### src/rtl/hcs_pkg.sv
// Shared types for the hash-chain key sequencer.
package hcs_pkg;
    typedef enum logic [1:0] {
        SEQ_IDLE = 2'd0,
        SEQ_CHAIN = 2'd1,
        SEQ_BACK = 2'd2
    } seq_state_e;
endpackage

### src/rtl/hcs_mix.sv
// Iterated hash unit: one compression round per accepted request.
// Assumes the requester holds req_i and din_i stable until ack_o.
// A request is accepted only when idle and not in the ack cycle, so a
// stale operand is never taken. Latency is LAT (>= 1) cycles plus handshake.
module hcs_mix #(
    parameter int W = 32,
    parameter int LAT = 2,
    parameter int ROT = 7,
    parameter logic [W-1:0] K = W'(32'h9E3779B9)
) (
    input  logic         clk,
    input  logic         rst_n,
    input  logic         req_i,
    input  logic [W-1:0] din_i,
    output logic         ack_o,
    output logic [W-1:0] dout_o
);
    localparam int CW = (LAT > 1) ? $clog2(LAT) : 1;

    logic          busy;
    logic [CW-1:0] cnt;
    logic [W-1:0]  hold;

    function automatic logic [W-1:0] mix_f(input logic [W-1:0] x);
        return ((x << ROT) | (x >> (W - ROT))) ^ (x + K);
    endfunction

    // Accept an operand, count latency, then return the digest with ack.
    always_ff @(posedge clk) begin
        if (!rst_n) begin
            busy   <= 1'b0;
            cnt    <= '0;
            hold   <= '0;
            ack_o  <= 1'b0;
            dout_o <= '0;
        end else begin
            ack_o <= 1'b0;
            if (!busy) begin
                if (req_i && !ack_o) begin
                    hold <= din_i;
                    cnt  <= CW'(LAT - 1);
                    busy <= 1'b1;
                end
            end else if (cnt == '0) begin
                dout_o <= mix_f(hold);
                ack_o  <= 1'b1;
                busy   <= 1'b0;
            end else begin
                cnt <= cnt - 1'b1;
            end
        end
    end


    ack_pulse_chk: assert property (@(posedge clk) disable iff (!rst_n)
        ack_o |=> !ack_o);


    req_hold_chk: assert property (@(posedge clk) disable iff (!rst_n)
        busy |-> req_i);
endmodule

### src/rtl/hcs_ctrl.sv
// Sequencer: derives key = f^(MAX-level)(root) through the hash unit,
// and serves single-round step-back requests. Assumes the hash unit
// acknowledges each request exactly once. Strobes are ignored unless idle.
module hcs_ctrl
    import hcs_pkg::*;
#(
    parameter int W = 32,
    parameter int CNT_W = 8
) (
    input  logic             clk,
    input  logic             rst_n,
    input  logic             start_i,
    input  logic [CNT_W-1:0] level_i,
    input  logic [W-1:0]     root_key_i,
    input  logic             back_i,
    input  logic [W-1:0]     back_key_i,
    output logic             req_o,
    output logic [W-1:0]     din_o,
    input  logic             ack_i,
    input  logic [W-1:0]     dout_i,
    output logic [W-1:0]     key_o,
    output logic             done_o,
    output logic [W-1:0]     back_key_o,
    output logic             back_done_o
);
    localparam logic [CNT_W-1:0] MAXC = '1;

    seq_state_e       st;
    logic [CNT_W-1:0] rem;
    logic [W-1:0]     work;

    // Present the running digest to the hash unit while busy.
    always_comb begin
        req_o = (st != SEQ_IDLE);
        din_o = work;
    end

    // Sequence start, round countdown, feedback and result capture.
    always_ff @(posedge clk) begin
        if (!rst_n) begin
            st          <= SEQ_IDLE;
            rem         <= '0;
            work        <= '0;
            key_o       <= '0;
            done_o      <= 1'b0;
            back_key_o  <= '0;
            back_done_o <= 1'b0;
        end else begin
            done_o      <= 1'b0;
            back_done_o <= 1'b0;
            case (st)
                SEQ_IDLE: begin
                    if (start_i) begin
                        if (level_i == MAXC) begin
                            key_o  <= root_key_i;
                            done_o <= 1'b1;
                        end else begin
                            work <= root_key_i;
                            rem  <= MAXC - level_i;
                            st   <= SEQ_CHAIN;
                        end
                    end else if (back_i) begin
                        work <= back_key_i;
                        st   <= SEQ_BACK;
                    end
                end
                SEQ_CHAIN: begin
                    if (ack_i) begin
                        work <= dout_i;
                        rem  <= rem - 1'b1;
                        if (rem == CNT_W'(1)) begin
                            key_o  <= dout_i;
                            done_o <= 1'b1;
                            st     <= SEQ_IDLE;
                        end
                    end
                end
                SEQ_BACK: begin
                    if (ack_i) begin
                        back_key_o  <= dout_i;
                        back_done_o <= 1'b1;
                        st          <= SEQ_IDLE;
                    end
                end
                default: st <= SEQ_IDLE;
            endcase
        end
    end


    full_level_chk: assert property (@(posedge clk) disable iff (!rst_n)
        (st == SEQ_IDLE && start_i && level_i == MAXC)
            |=> (done_o && key_o == $past(root_key_i)));


    done_pulse_chk: assert property (@(posedge clk) disable iff (!rst_n)
        done_o |=> !done_o);


    busy_ignore_chk: assert property (@(posedge clk) disable iff (!rst_n)
        (st == SEQ_CHAIN && !ack_i) |=> (st == SEQ_CHAIN && rem == $past(rem)));


    back_keep_chk: assert property (@(posedge clk) disable iff (!rst_n)
        (st == SEQ_BACK) |=> $stable(key_o));


    start_wins_chk: assert property (@(posedge clk) disable iff (!rst_n)
        (st == SEQ_IDLE && start_i && back_i && level_i != MAXC)
            |=> (st == SEQ_CHAIN));
endmodule

### src/rtl/hash_chain_seq.sv
// Top: anti-rollback hash-chain key sequencer with a local hash unit.
// Round count is (2^CNT_W - 1) - level; a step-back applies one round.
module hash_chain_seq #(
    parameter int W = 32,
    parameter int CNT_W = 8,
    parameter int HASH_LAT = 2,
    parameter int ROT = 7,
    parameter logic [W-1:0] K = W'(32'h9E3779B9)
) (
    input  logic             clk,
    input  logic             rst_n,
    input  logic             start_i,
    input  logic [CNT_W-1:0] level_i,
    input  logic [W-1:0]     root_key_i,
    input  logic             back_i,
    input  logic [W-1:0]     back_key_i,
    output logic [W-1:0]     key_o,
    output logic             done_o,
    output logic [W-1:0]     back_key_o,
    output logic             back_done_o
);
    logic         h_req;
    logic         h_ack;
    logic [W-1:0] h_din;
    logic [W-1:0] h_dout;

    hcs_ctrl #(.W(W), .CNT_W(CNT_W)) u_ctrl (
        .clk(clk), .rst_n(rst_n),
        .start_i(start_i), .level_i(level_i), .root_key_i(root_key_i),
        .back_i(back_i), .back_key_i(back_key_i),
        .req_o(h_req), .din_o(h_din), .ack_i(h_ack), .dout_i(h_dout),
        .key_o(key_o), .done_o(done_o),
        .back_key_o(back_key_o), .back_done_o(back_done_o)
    );

    hcs_mix #(.W(W), .LAT(HASH_LAT), .ROT(ROT), .K(K)) u_mix (
        .clk(clk), .rst_n(rst_n),
        .req_i(h_req), .din_i(h_din),
        .ack_o(h_ack), .dout_o(h_dout)
    );


    rst_quiet_chk: assert property (@(posedge clk)
        !rst_n |=> (!done_o && !back_done_o && key_o == '0 && back_key_o == '0));
endmodule

### config.mk
export PLATFORM = sky130hd
export DESIGN_NAME = hash_chain_seq
export DESIGN_NICKNAME = d
export VERILOG_FILES = /design/src/rtl/hcs_pkg.sv /design/src/rtl/hcs_mix.sv /design/src/rtl/hcs_ctrl.sv /design/src/rtl/hash_chain_seq.sv
export SDC_FILE = /design/constraint.sdc
export NUM_CORES = 1
export LEC_CHECK = 0
export ABC_AREA = 1
export BUFFER_PORTS_ARGS = -buffer_cell sky130_fd_sc_hd__buf_4
export CORE_UTILIZATION = 35
export DETAILED_ROUTE_END_ITERATION = 7
export PLACE_DENSITY_LB_ADDON = 0.1
export SETUP_SLACK_MARGIN = 0.15
export SYNTH_ARGS = -nofsm -noshare
export SYNTH_HDL_FRONTEND = slang
export SYNTH_SLANG_ARGS = --single-unit
### constraint.sdc
create_clock -name clk -period 4.4 [get_ports clk]
set_clock_uncertainty 0.1 [all_clocks]
set_input_delay 0.88 -clock clk [delete_from_list [all_inputs] [get_ports clk]]
set_output_delay 0.88 -clock clk [all_outputs]
set_load 0.01 [all_outputs]
==> metrics.csv <==
stage,metric,value,unit
outcome,outcome,completed,
sta,final number of setup-violating endpoints,0,
sta,Max transition margin,36.01,%
final_layout,fill count,2723,
critical_path,"delay-heaviest family, CP",buffers and inverters,
cts,hold_buf cts,0,
grt,vias in the first global route,8197,
power_and_ir_drop,PD cells,669.9,nW/um2
critical_path,RR Endpoint,u_ctrl.key_o[12],
cts,"Reg clk slew, reported paths",0.07,ns
die,Std-Cell Rows,58,
grt,global-route usage over all layers,21.95,%
critical_path,Reg2Reg Setup Slack,1.87,ns
critical_path,Critical Path Fanout Max,66,
die,die area,26550,um2
critical_path,Reg2Reg Launch Point,u_ctrl.st[0],
cts,post-CTS setup buffers,0,
synthesis,warnings from Yosys,0,
detailed_routing,initial drt markers,675,
critical_path,WS Path Type,reg -> reg,
placed_design,Buffers on Ports,141,
placed_design,"Cell Area, Placed",10200,um2
cts,Clock Tree Buf Depth,2,
synthesis,share of the synthesized area in the top cell type,38.64,%
synthesis,Synth area leaders,"dfxtp_1 39%, nand2_1 13%, o21ai_0 11%",
critical_path,Worst Path Arrival,2.80,ns
cts,H-Tree Depth,4,
sta,period utilization,57.50,%
synthesis,area of the mapped netlist,9066,um2
critical_path,crit path buf inv count,3,
power_and_ir_drop,maximum VDD drop,0.0003426,V
synthesis,Post-synth EDFFs,0,
hold_path,worst hold path depth,2,
detailed_routing,TritonRoute pass-1 iters,5,
flow_run,total of max-cap violations,0,
detailed_routing,WL/cell,15.72,um
die,core area,25330,um2
final_layout,register area,3503,um2
detailed_routing,number of remaining DRC errors,0,
hold_path,Hold EP,u_ctrl.back_key_o[14],
sta,max-slew violations,0,
die,Die W,162.9,um
final_layout,post-route insts no fill,1839,
critical_path,Critical Path Slowest Stage Cell,dfxtp_1,
hold_path,hold_sp,u_ctrl.back_key_o[14],
synthesis,Syn Area/Cell,6.457,um2
final_layout,ant diodes,0,
final_layout,Util after Layout,42.66,%
critical_path,Worst setup EP type,register,
power_and_ir_drop,P_leak,5.077,nW
synthesis,Main synth FF type,dfxtp_1,
detailed_routing,Post-DRT Antenna Nets,0,
grt,largest net degree at the start of global routing,104,
synthesis,fraction of registers with async set/reset,0,%
placed_design,Placer Congestion,0.8797,
grt,gr ovfl total,0,
synthesis,Post-Syn Instances,1404,
die,Starting Density,35.80,%
sta,fmax,0.3952,GHz
critical_path,Startpoint Class,register,
sta,hold slack,0.3458,ns
sta,Final Hold Viols,0,
final_layout,most frequent cells in the layout,"309 x nand2_1, 217 x nor2_1, 191 x o21ai_0",
synthesis,sequential element share of the synthesized area,38.64,%
detailed_routing,drt via density,4.826,
critical_path,"Cell Chain, Critical Path",nand2_4 -> inv_2 -> buf_4 -> nand3_1 -> nand2_2 -> buf_4 -> o21ai_0 -> nor2_1,
die,num ports,142,
die,Die Height,162.9,um
critical_path,CP most frequent cell,buf_4,
power_and_ir_drop,total power,7.238,mW
cts,Worst-Skew Late Latency,0.44,ns
synthesis,Netlist cell types,34,
sta,setup total negative slack,0,ns
placed_design,Inst Count DP,1807,
final_layout,"most common cell after layout, fill and taps aside",nand2_1,
grt,initial antenna violation count,0,
sta,RSZ-0062 raised after global routing,no,
final_layout,P&R area growth vs syn,19.18,%
critical_path,worst reg2reg path depth,8,
synthesis,syn nets,1483,
critical_path,slowest cell delay on critical path,0.48,ns
cts,Clock Sinks,175,
detailed_routing,via count,8875,
sta,"Worst Setup Slack, final",1.870,ns
final_layout,ratio of cells with drive above 1 in the final layout,13.12,%
grt,first-pass GRT wire length,44790,um
final_layout,multi-input gate area in the final layout,4494,um2
cts,CTS buffer count,17,
placed_design,Post-DP HPWL,21290,um
final_layout,final net count,1575,
critical_path,WP data required,4.67,ns
placed_design,dpl ws,1.487,ns
cts,CTS tree,yes,
detailed_routing,Routed WL,28900,um
synthesis,#FFs+latches synth,175,
sta,crit path time final,2.530,ns
final_layout,post-layout instance area,10810,um2
hold_path,Hold WC Path Type,reg -> reg,
cts,clk root buf,clkbuf_16,
cts,Post-CTS Resized,0,
synthesis,Synth area leader,dfxtp_1,
sta,Slew @ Worst Pin,0.9599,ns
[synthesized netlist by cell type (2+ instances only)]
cell type / instances
buf_4: 6
a21oi_1: 87
buf_2: 25
nand4_1: 9
nor2_4: 3
or2_2: 3
nand2_2: 3
and2_1: 3
clkbuf_2: 2
ha_1: 3
xnor2_1: 16
inv_1: 177
nor2_1: 217
clkbuf_1: 32
dfxtp_1: 175
o21ai_0: 191
o21ai_1: 9
o22ai_1: 19
xor2_1: 23
nand3b_1: 2
nand2_1: 309
nand3_1: 61
nor3_1: 5
a211oi_1: 2
buf_1: 2
inv_2: 6
buf_6: 7
[worst min-delay path: stages (launching register included)]
cell     delay [ns]
dfxtp_1        0.31
inv_1          0.05
a21oi_1        0.05
[state kept, by name, indices dropped and copies added (netlist names)]
| name | flops |
|---|---|
| u_ctrl.din_o | 32 |
| u_ctrl.done_o | 1 |
| u_mix.dout_o | 32 |
| u_mix.busy | 1 |
| u_ctrl.back_key_o | 32 |
| u_ctrl.back_done_o | 1 |
| u_ctrl.key_o | 32 |
| u_ctrl.st | 2 |
| u_mix.cnt | 1 |
| u_ctrl.rem | 8 |
| u_mix.hold | 32 |
| u_mix.ack_o | 1 |
[report_power, final]
part           switching [mW]  internal [mW]
logic                    2.03           1.04
clock network           0.749          0.831
registers               0.577           2.01
[kinds of logic (layout without fill, tap and decap cells)]
family,count (synthesis),in the layout,share of synthesized area (%)
AND/OR/NAND/NOR,619,619,27.77
AO/OA/AOI/OAI,311,311,17.57
buffers and inverters,257,362,11.84
flip-flops,175,175,38.64
XOR/XNOR,39,39,3.768
adder cells (fa/ha/maj),3,3,0.4141
[layer usage]
metal	routed length, um	global-route usage, %	up-vias
met2	12420	32.53	207
met3	1211	3.158	43
li1	-	-	4615
met4	585	6.882	0
met1	14690	32.38	4010
met5	0	0	-
[worst max path at each step]
stage	cells after the start	end	startpoint	slack [ns]
4_1_cts	8	u_ctrl.key_o[29]	u_ctrl.st[0]	1.86
3_5_place_dp	6	u_ctrl.din_o[4]	start_i	1.49
6_report	8	u_ctrl.key_o[12]	u_ctrl.st[0]	1.87
3_3_place_gp	6	u_ctrl.din_o[18]	start_i	1.60
2_1_floorplan	8	u_ctrl.key_o[0]	level_i[1]	2.37
5_1_grt	8	u_ctrl.din_o[1]	u_ctrl.st[1]	1.59
[area by class of cell]
type                    instances  area share (%)
clock buffers                  18           4.064
clock inverters                14           1.528
inverters                     183           6.357
multi-input cells             972           41.59
flip-flops and latches        175           32.42
well taps                     330           3.821
repair buffers                147           10.21
Note: power is estimated with default switching activity, not from simulation.
